--- src/rtl/phy_irq_pkg.sv ---
package phy_irq_pkg;

    localparam int DATA_W  = 16;
    localparam int EV_NUM  = 5;
    localparam int SUM_BIT = 15;

    // event index -> status/mask bit position
    // index 0 link change, 1 neg. error, 2 neg. done, 3 symbol error, 4 lock loss
    localparam int EV_BIT [EV_NUM] = '{13, 11, 10, 8, 7};

    typedef enum logic {
        PIN_IDLE   = 1'b0,
        PIN_ASSERT = 1'b1
    } pin_state_e;

    function automatic logic [DATA_W-1:0] ev_field();
        logic [DATA_W-1:0] m;
        m = '0;
        for (int i = 0; i < EV_NUM; i++) begin
            m[EV_BIT[i]] = 1'b1;
        end
        return m;
    endfunction

    localparam logic [DATA_W-1:0] EV_FIELD = ev_field();
    localparam logic [DATA_W-1:0] WR_FIELD = EV_FIELD | (DATA_W'(1) << SUM_BIT);

endpackage

--- src/rtl/phy_irq_mask_reg.sv ---
module phy_irq_mask_reg
    import phy_irq_pkg::*;
#(
    parameter int                W       = DATA_W,
    parameter logic [W-1:0]      KEEP    = WR_FIELD
) (
    input  logic         clk,
    input  logic         rst_n,
    input  logic         wr_en,
    input  logic [W-1:0] wdata,
    output logic [W-1:0] mask_q
);

    always_ff @(posedge clk) begin
        if (!rst_n) begin
            mask_q <= '0;
        end else if (wr_en) begin
            mask_q <= wdata & KEEP;
        end
    end


    mask_hold_chk: assert property (@(posedge clk) disable iff (!rst_n)
        !$past(wr_en) |-> $stable(mask_q));

endmodule

--- src/rtl/phy_irq_status_reg.sv ---
module phy_irq_status_reg
    import phy_irq_pkg::*;
#(
    parameter int N = EV_NUM
) (
    input  logic         clk,
    input  logic         rst_n,
    input  logic [N-1:0] ev_i,
    input  logic [N-1:0] ev_en_i,
    input  logic         rd_clr_i,
    output logic [N-1:0] stat_q
);

    for (genvar g = 0; g < N; g++) begin : g_bit
        logic set_w;
        assign set_w = ev_i[g] & ev_en_i[g];

        always_ff @(posedge clk) begin
            if (!rst_n) begin
                stat_q[g] <= 1'b0;
            end else if (rd_clr_i) begin
                stat_q[g] <= set_w;
            end else if (set_w) begin
                stat_q[g] <= 1'b1;
            end
        end


        set_needs_enable_chk: assert property (@(posedge clk) disable iff (!rst_n)
            $rose(stat_q[g]) |-> $past(ev_i[g] && ev_en_i[g]));


        clear_on_read_chk: assert property (@(posedge clk) disable iff (!rst_n)
            $past(rd_clr_i && !ev_i[g]) |-> !stat_q[g]);


        keep_same_cycle_chk: assert property (@(posedge clk) disable iff (!rst_n)
            $past(rd_clr_i && ev_i[g] && ev_en_i[g]) |-> stat_q[g]);
    end

endmodule

--- src/rtl/phy_irq_pin_fsm.sv ---
module phy_irq_pin_fsm
    import phy_irq_pkg::*;
(
    input  logic clk,
    input  logic rst_n,
    input  logic pin_en_i,
    input  logic pending_i,
    output logic irq_n
);

    pin_state_e state_q, state_d;

    always_comb begin
        state_d = state_q;
        unique case (state_q)
            PIN_IDLE:   if (pin_en_i && pending_i)    state_d = PIN_ASSERT;
            PIN_ASSERT: if (!(pin_en_i && pending_i)) state_d = PIN_IDLE;
            default:    state_d = PIN_IDLE;
        endcase
    end

    always_ff @(posedge clk) begin
        if (!rst_n) begin
            state_q <= PIN_IDLE;
        end else begin
            state_q <= state_d;
        end
    end

    always_comb begin
        irq_n = 1'b1;
        unique case (state_q)
            PIN_IDLE:   irq_n = 1'b1;
            PIN_ASSERT: irq_n = 1'b0;
            default:    irq_n = 1'b1;
        endcase
    end


    pin_low_cause_chk: assert property (@(posedge clk) disable iff (!rst_n)
        !irq_n |-> $past(pin_en_i && pending_i));


    pin_follows_chk: assert property (@(posedge clk) disable iff (!rst_n)
        $past(pin_en_i && pending_i) |-> !irq_n);

endmodule

--- src/rtl/phy_irq_unit.sv ---
module phy_irq_unit
    import phy_irq_pkg::*;
#(
    parameter int                ADDR_W    = 1,
    parameter logic [ADDR_W-1:0] MASK_ADDR = 1'b0,
    parameter logic [ADDR_W-1:0] STAT_ADDR = 1'b1
) (
    input  logic              clk,
    input  logic              rst_n,
    input  logic              ev_link_chg,
    input  logic              ev_aneg_err,
    input  logic              ev_aneg_done,
    input  logic              ev_sym_err,
    input  logic              ev_lock_lost,
    input  logic              req_valid,
    input  logic              req_write,
    input  logic [ADDR_W-1:0] req_addr,
    input  logic [DATA_W-1:0] req_wdata,
    output logic              rd_valid,
    output logic [DATA_W-1:0] rd_data,
    output logic              irq_n
);

    localparam logic [DATA_W-1:0] RSVD = ~WR_FIELD;

    logic [EV_NUM-1:0] ev_vec, ev_en, stat_vec;
    logic [DATA_W-1:0] mask_q, stat_word;
    logic              mask_wr, stat_rd, pending;

    assign ev_vec  = {ev_lock_lost, ev_sym_err, ev_aneg_done, ev_aneg_err, ev_link_chg};
    assign mask_wr = req_valid && req_write && (req_addr == MASK_ADDR);
    assign stat_rd = req_valid && !req_write && (req_addr == STAT_ADDR);

    phy_irq_mask_reg #(.W(DATA_W), .KEEP(WR_FIELD)) u_mask (
        .clk    (clk),
        .rst_n  (rst_n),
        .wr_en  (mask_wr),
        .wdata  (req_wdata),
        .mask_q (mask_q)
    );

    for (genvar g = 0; g < EV_NUM; g++) begin : g_en
        assign ev_en[g] = mask_q[EV_BIT[g]];
    end

    phy_irq_status_reg #(.N(EV_NUM)) u_stat (
        .clk      (clk),
        .rst_n    (rst_n),
        .ev_i     (ev_vec),
        .ev_en_i  (ev_en),
        .rd_clr_i (stat_rd),
        .stat_q   (stat_vec)
    );

    assign pending = |(stat_vec & ev_en);

    always_comb begin
        stat_word = '0;
        for (int i = 0; i < EV_NUM; i++) begin
            stat_word[EV_BIT[i]] = stat_vec[i];
        end
        stat_word[SUM_BIT] = pending;
    end

    always_ff @(posedge clk) begin
        if (!rst_n) begin
            rd_valid <= 1'b0;
            rd_data  <= '0;
        end else begin
            rd_valid <= req_valid && !req_write;
            if (req_valid && !req_write) begin
                if (req_addr == MASK_ADDR)      rd_data <= mask_q;
                else if (req_addr == STAT_ADDR) rd_data <= stat_word;
                else                            rd_data <= '0;
            end
        end
    end

    phy_irq_pin_fsm u_pin (
        .clk       (clk),
        .rst_n     (rst_n),
        .pin_en_i  (mask_q[SUM_BIT]),
        .pending_i (pending),
        .irq_n     (irq_n)
    );


    rd_valid_src_chk: assert property (@(posedge clk) disable iff (!rst_n)
        rd_valid |-> $past(req_valid && !req_write));


    rsvd_zero_chk: assert property (@(posedge clk) disable iff (!rst_n)
        rd_valid |-> ((rd_data & RSVD) == '0));


    summary_chk: assert property (@(posedge clk) disable iff (!rst_n)
        (rd_valid && $past(req_addr == STAT_ADDR))
            |-> (rd_data[SUM_BIT] == |(rd_data & $past(mask_q) & EV_FIELD)));

endmodule

--- config.mk ---
export PLATFORM = sky130hd
export DESIGN_NAME = phy_irq_unit
export DESIGN_NICKNAME = d
export VERILOG_FILES = /design/src/rtl/phy_irq_pkg.sv /design/src/rtl/phy_irq_mask_reg.sv /design/src/rtl/phy_irq_status_reg.sv /design/src/rtl/phy_irq_pin_fsm.sv /design/src/rtl/phy_irq_unit.sv
export SDC_FILE = /design/constraint.sdc
export NUM_CORES = 1
export LEC_CHECK = 0
export BUFFER_PORTS_ARGS = -buffer_cell sky130_fd_sc_hd__clkbuf_2
export CORE_ASPECT_RATIO = 0.8
export CORE_MARGIN = 1
export CORE_UTILIZATION = 47
export DETAILED_ROUTE_END_ITERATION = 8
export GPL_TIMING_DRIVEN = 0
export PLACE_DENSITY = 0.81
export SLEW_MARGIN = 30
export SYNTH_ARGS = -nofsm -noshare
export SYNTH_HDL_FRONTEND = slang
export SYNTH_SLANG_ARGS = --single-unit
--- constraint.sdc ---
create_clock -name clk -period 1.92 [get_ports clk]
set_input_delay 0.576 -clock clk [delete_from_list [all_inputs] [get_ports clk]]
set_output_delay 0.576 -clock clk [all_outputs]
set_load 0.05 [all_outputs]
==> impl_metrics.ini, run 1 <==
[status]
status = finished, final reports clean

[critical_path]
reg2reg_slack_ps = 720
path_delay_family = flip-flops
path_max_fanout = 2
path_cells = clkbuf_2
r2r_end = rd_data[15]$_SDFFE_PN0P_
cp_data_required_time_ps = 1340
path_buf_inv = 1
path_depth = 1
critPathSlowestCell = dfxtp_1
critPathLaunchType = flip-flop
rr_startpoint = u_stat.stat_q[1]$_SDFFE_PN0P_
r2r_cells = 3
setup.worst_path.end_class = output port
max_stage_delay_ps = 340
crit_type = flip-flop to output port
cp.arrival_ps = 900

[worst_hold_path]
hold_depth = 2
hold_start = u_mask.mask_q[15]$_SDFFE_PN0P_
hold_end = u_pin.state_q$_SDFF_PN0_
hold_path_class = flip-flop to flip-flop

[floorplanning]
pin_count = 44
die_y_um = 40.5
fp.dieW_um = 50.2
rows = 13
die_area_sq_mm = 0.00203
start_util_pct = 52.1
coreArea_sq_mm = 0.00168

[placement]
dp_slack_ps = 536
port_buffers = 21
dpl.hpwl_um = 1160
gp_congestion = 0.847
placed_cells = 136

[pwr]
finalPower_mw = 0.775
p_clk_share_pct = 24.6
swShare_pct = 29.4
combPwrFrac_pct = 21.4
p_switching_mw = 0.228
powerDensity_mw_per_mm2 = 728
intPower_mw = 0.547
leakage_nw = 0.574
irDropWorstVdd_v = 0.000538
pwr-share-seq_pct = 54.0

[grt]
busiest_layer = met2
antenna_found_initial = 0
grtUsageTotal_pct = 16.8
grt_pass1_vias = 582
grt_pass1_wl_um = 2410
grt.met3_usage_pct = 5.68
met2_usage_pct = 27.7
grt_max_degree = 11
grt_use_met1_pct = 22.0
grt.overflow.total = 0

[cells_and_area]
syn2layout_area_growth_pct = 22.1
antenna_cells = 0
stdcell_count = 140
fillers = 155
final-seq-area_sq_um = 380
drive_above_1_share_pct = 33.9
nets = 145
layout_common_cells = clkbuf_2, dfxtp_1, buf_4, mux2i_1, nor2b_1
layout_commonest_cell = clkbuf_2
multi_input_area_sq_um = 422

[timing]
max_freq_mhz = 676
setup_slack_ps = 442
final.setup.tns_ps = 0
rsz0062_at_grt = no
hold_ws_ps = 483
finalSetupViolCount = 0
fin_crit_sh_pct = 77.0
finalCriticalPeriod_ps = 1480
finalHoldViolCount = 0
drv_slew = 0
finClkSkew_ps = 3.69

[routing]
drc = 0
ant_nets = 0
route.vias.total = 683
first_pass_iters = 4
drt_iter0_markers = 18
post_drt_wl_per_cell_um = 10.6
avgViaCountPerCell = 4.88
totalWireLength_um = 1490

[clocking]
cts_sinks = 19
root_buffer = clkbuf_4
cts_resized = 0
cts_buffers = 3
cts_tree = done
ctsHoldBuffers = 0
clock_latency_ps = 280
cts_buffer_depth = 2
clk_pin_slew_ps = 100
htree_levels = 1
post-cts-setup-buffers = 0

[yosys]
yosysWarnings = 0
synthCells = 84
synth_cell_types = 19
syn-mean-instance-area_sq_um = 10.4
netlist_area_sq_um = 872
synth_seq_area_share_pct = 43.6
ys_seq_elements = 19

[job]
drv_cap = 0
[state kept, by name, indices dropped and copies added (netlist names)]
name           flops
rd_valid           1
u_stat.stat_q      5
u_mask.mask_q      6
u_pin.state_q      1
rd_data            6
[metal layers]
layer,part of all wire (%),wire (um)
met1,51,758
met2,42,629
met3,6.9,102
met4,0,0
met5,0,0
[worst max-delay path by stage]
| stage | startpoint | to |
|---|---|---|
| after floorplan | req_addr | u_mask.mask_q[10]$_SDFFE_PN0P_ |
| after global placement | req_write | u_stat.stat_q[1]$_SDFFE_PN0P_ |
| after detailed placement | req_valid | rd_data[10]$_SDFFE_PN0P_ |
| after CTS | rd_data[10]$_SDFFE_PN0P_ | rd_data[10] |
| after global routing | rd_data[13]$_SDFFE_PN0P_ | rd_data[13] |
| final | rd_data[10]$_SDFFE_PN0P_ | rd_data[10] |
[synthesized netlist by cell type]
cell	instances	area, sq um
nor2b_4	1	13.8
nand3b_4	1	20.0
nand4_1	1	6.26
mux2i_1	11	110
and2_1	1	6.26
buf_2	2	10.0
o2111a_1	1	11.3
a21oi_1	1	5.00
dfxtp_1	19	380
a22oi_1	6	45.0
nand2_1	7	26.3
inv_1	1	3.75
nand3b_1	1	7.51
conb_1	1	3.75
o211a_1	5	50.1
a222oi_1	1	10.0
nor2_1	1	3.75
nor2b_1	11	68.8
buf_4	12	90.1
[power groups by stage]
| stage | Sequential (mW) | Clock, mW | Combinational (mW) |
|---|---|---|---|
| floorplan | 0.455 | 0 | 0.106 |
| global placement | 0.427 | 0 | 0.164 |
| detailed placement | 0.428 | 0 | 0.165 |
| CTS | 0.419 | 0.203 | 0.166 |
| global route | 0.421 | 0.220 | 0.178 |
| finish | 0.419 | 0.191 | 0.166 |
[logic make-up (layout without fill, tap and decap cells)]
| family | after synthesis | in the layout | share of synthesized area [%] |
|---|---|---|---|
| other cells | 1 | 10 | 0.430 |
| simple gates | 24 | 24 | 17.5 |
| flops | 19 | 19 | 43.6 |
| compound gates | 14 | 14 | 13.9 |
| buf+inv | 15 | 40 | 11.9 |
| mux | 11 | 11 | 12.6 |
[cell type report]
type / instances / share of cell area, %
Clock buffer: 4 / 2.47
Tap cell: 22 / 2.59
Buffer: 14 / 9.40
Inverter: 1 / 0.353
Timing Repair Buffer: 21 / 9.87
Multi-Input combinational cell: 59 / 39.6
Sequential cell: 19 / 35.7
[per-stage QoR]
step	util [%]	cell area, sq um
after floorplan	-	906
after global placement	62.0	1040
after detailed placement	62.0	1040
after CTS	63.6	1060
after global routing	63.6	1060
final	63.6	1060
(Power assumes the default switching activity.)
==> inputs of run 2 (changes only) <==
--- a/config.mk
+++ b/config.mk
@@ -8,10 +8,10 @@
 export BUFFER_PORTS_ARGS = -buffer_cell sky130_fd_sc_hd__clkbuf_2
 export CORE_ASPECT_RATIO = 0.8
 export CORE_MARGIN = 1
-export CORE_UTILIZATION = 47
+export CORE_UTILIZATION = 39
 export DETAILED_ROUTE_END_ITERATION = 8
 export GPL_TIMING_DRIVEN = 0
-export PLACE_DENSITY = 0.81
+export PLACE_DENSITY = 0.72
 export SLEW_MARGIN = 30
 export SYNTH_ARGS = -nofsm -noshare
 export SYNTH_HDL_FRONTEND = slang
==> constraint.sdc (replaced) <==
create_clock -name clk -period 1.3 [get_ports clk]
set_input_delay 0.39 -clock clk [delete_from_list [all_inputs] [get_ports clk]]
set_output_delay 0.39 -clock clk [all_outputs]
set_load 0.05 [all_outputs]
==> impl_metrics.ini, run 2 (synthesized netlist as in run 1, its figures left out) <==
[status]
status = finished, final reports clean

[clocking]
ctsHoldBuffers = 0
cts_buffers = 3
root_buffer = clkbuf_4
cts_sinks = 19
cts_tree = done
htree_levels = 1
clk_pin_slew_ps = 110
cts_buffer_depth = 2
clock_latency_ps = 290
post-cts-setup-buffers = 0

[grt]
grtUsageTotal_pct = 14.6
grt.overflow.total = 0
grt_pass1_vias = 583
grt_pass1_wl_um = 2460
antenna_found_initial = 0
grt_max_degree = 12

[routing]
avgViaCountPerCell = 4.64
drt_iter0_markers = 7
drc = 0
totalWireLength_um = 1500
post_drt_wl_per_cell_um = 10.6
first_pass_iters = 4
highest_layer = met3
route.vias.total = 659
routed-wl-met2_um = 657
ant_nets = 0
met3_length_um = 117
wirelength_met1_um = 728

[floorplanning]
coreArea_sq_mm = 0.00200
pin_count = 44
fp.dieW_um = 54.9
die_area_sq_mm = 0.00243
start_util_pct = 43.7
die_y_um = 44.3
rows = 14

[cells_and_area]
syn2layout_area_growth_pct = 24.8
nets = 145
layout_common_cells = dfxtp_1, buf_4, clkbuf_2, mux2i_1, nor2b_1
drive_above_1_share_pct = 34.7
reg.largest.list = rd_data x6, u_mask.mask_q x6, u_stat.stat_q x5
utilization_pct = 54.5
stdcell_count = 142
layout_commonest_cell = dfxtp_1
fillers = 198
antenna_cells = 0

[critical_path]
critPathSlowestCell = dfxtp_1
crit_type = flip-flop to output port
cp.arrival_ps = 850
reg2reg_slack_ps = 140
r2r_end = rd_data[15]$_SDFFE_PN0P_
r2r_cells = 3
path_max_fanout = 1
max_stage_delay_ps = 310
path_cells = inv_1 -> clkbuf_4
cp_data_required_time_ps = 910
path_buf_inv = 2
path_delay_family = flip-flops
setup.worst_path.end_class = output port
critPathLaunchType = flip-flop
rr_startpoint = u_stat.stat_q[1]$_SDFFE_PN0P_

[worst_hold_path]
hold_depth = 3
hold_path_class = input pin to flip-flop
hold_start = req_wdata[7]
hold_end = u_mask.mask_q[7]$_SDFFE_PN0P_

[placement]
port_buffers = 21
placed_cells = 138
gp_congestion = 0.749
dp_slack_ps = 91.8
dpl.hpwl_um = 1190

[timing]
fin_crit_sh_pct = 95.7
setup_slack_ps = 56.5
rsz0062_at_grt = no
finalSetupViolCount = 0
hold_ws_ps = 341
finClkSkew_ps = 6.24
drv_slew = 0
final.setup.tns_ps = 0
finalHoldViolCount = 0
max_freq_mhz = 804
finalCriticalPeriod_ps = 1240

[pwr]
leakage_nw = 0.583
irDropWorstVdd_v = 0.000706
powerDensity_mw_per_mm2 = 1070

[job]
drv_cap = 0
==> run 2: cell count changes in the layout (fill, tap and decap cells not counted), sizes merged <==
cell	previous run	this run
buf	14	20
clkbuf	25	18
clkinv	0	1
==> run 2: power breakdown <==
part / leakage, nW / switching (mW) / total [mW] / internal, mW
registers: 0.155 / 0.0145 / 0.618 / 0.604
clock network: 0.0177 / 0.177 / 0.291 / 0.115
logic: 0.410 / 0.160 / 0.252 / 0.0923
total: 0.583 / 0.351 / 1.16 / 0.811
==> run 2: how the worst max path moves through the flow <==
| stage | depth (start not counted) | startpoint | to | slack, ps |
|---|---|---|---|---|
| after floorplan | 4 | req_addr | u_mask.mask_q[10]$_SDFFE_PN0P_ | 230 |
| after global placement | 4 | req_write | u_stat.stat_q[2]$_SDFFE_PN0P_ | 110 |
| after detailed placement | 4 | req_write | u_stat.stat_q[3]$_SDFFE_PN0P_ | 90 |
| after CTS | 1 | rd_valid$_SDFF_PN0_ | rd_valid | 20 |
| after global routing | 1 | rd_data[10]$_SDFFE_PN0P_ | rd_data[10] | 5 |
| final | 2 | u_pin.state_q$_SDFF_PN0_ | irq_n | 60 |
==> run 2: worst reg2reg max path, delay by kind of cell, from the launching register on <==
| kind | cells | cell delay [ps] |
|---|---|---|
| compound gates | 2 | 580 |
| flops | 1 | 340 |
| simple gates | 1 | 140 |
==> run 2: layer usage <==
metal	up-vias	GRT usage [%]
met4	0	3.08
met1	290	19.1
met2	27	22.2
met3	0	6.19
li1	342	-
met5	-	0
==> run 2: metrics by stage <==
stage	instance area (sq um)	power, mW
floorplan	906	0.828
global placement	1040	0.874
detailed placement	1040	0.877
CTS	1090	1.18
finish	1090	1.16
global route	1090	1.23
==> run 2: final cells by class <==
| class | instances | area (sq um) | share of cell area [%] |
|---|---|---|---|
| repair buffers | 21 | 125 | 11.5 |
| inverters | 1 | 3.75 | 0.345 |
| plain buffers | 14 | 100 | 9.20 |
| flip-flops and latches | 19 | 380 | 34.9 |
| multi-input cells | 59 | 422 | 38.7 |
| well taps | 24 | 30.0 | 2.76 |
| clock buffers | 3 | 22.5 | 2.07 |
| clock inverters | 1 | 5.00 | 0.460 |
==> run 2: repair_timing <==
action	in CTS	in global routing
gates resized for setup	7	8
cloned	0	0
setup endpoints to repair	7	7
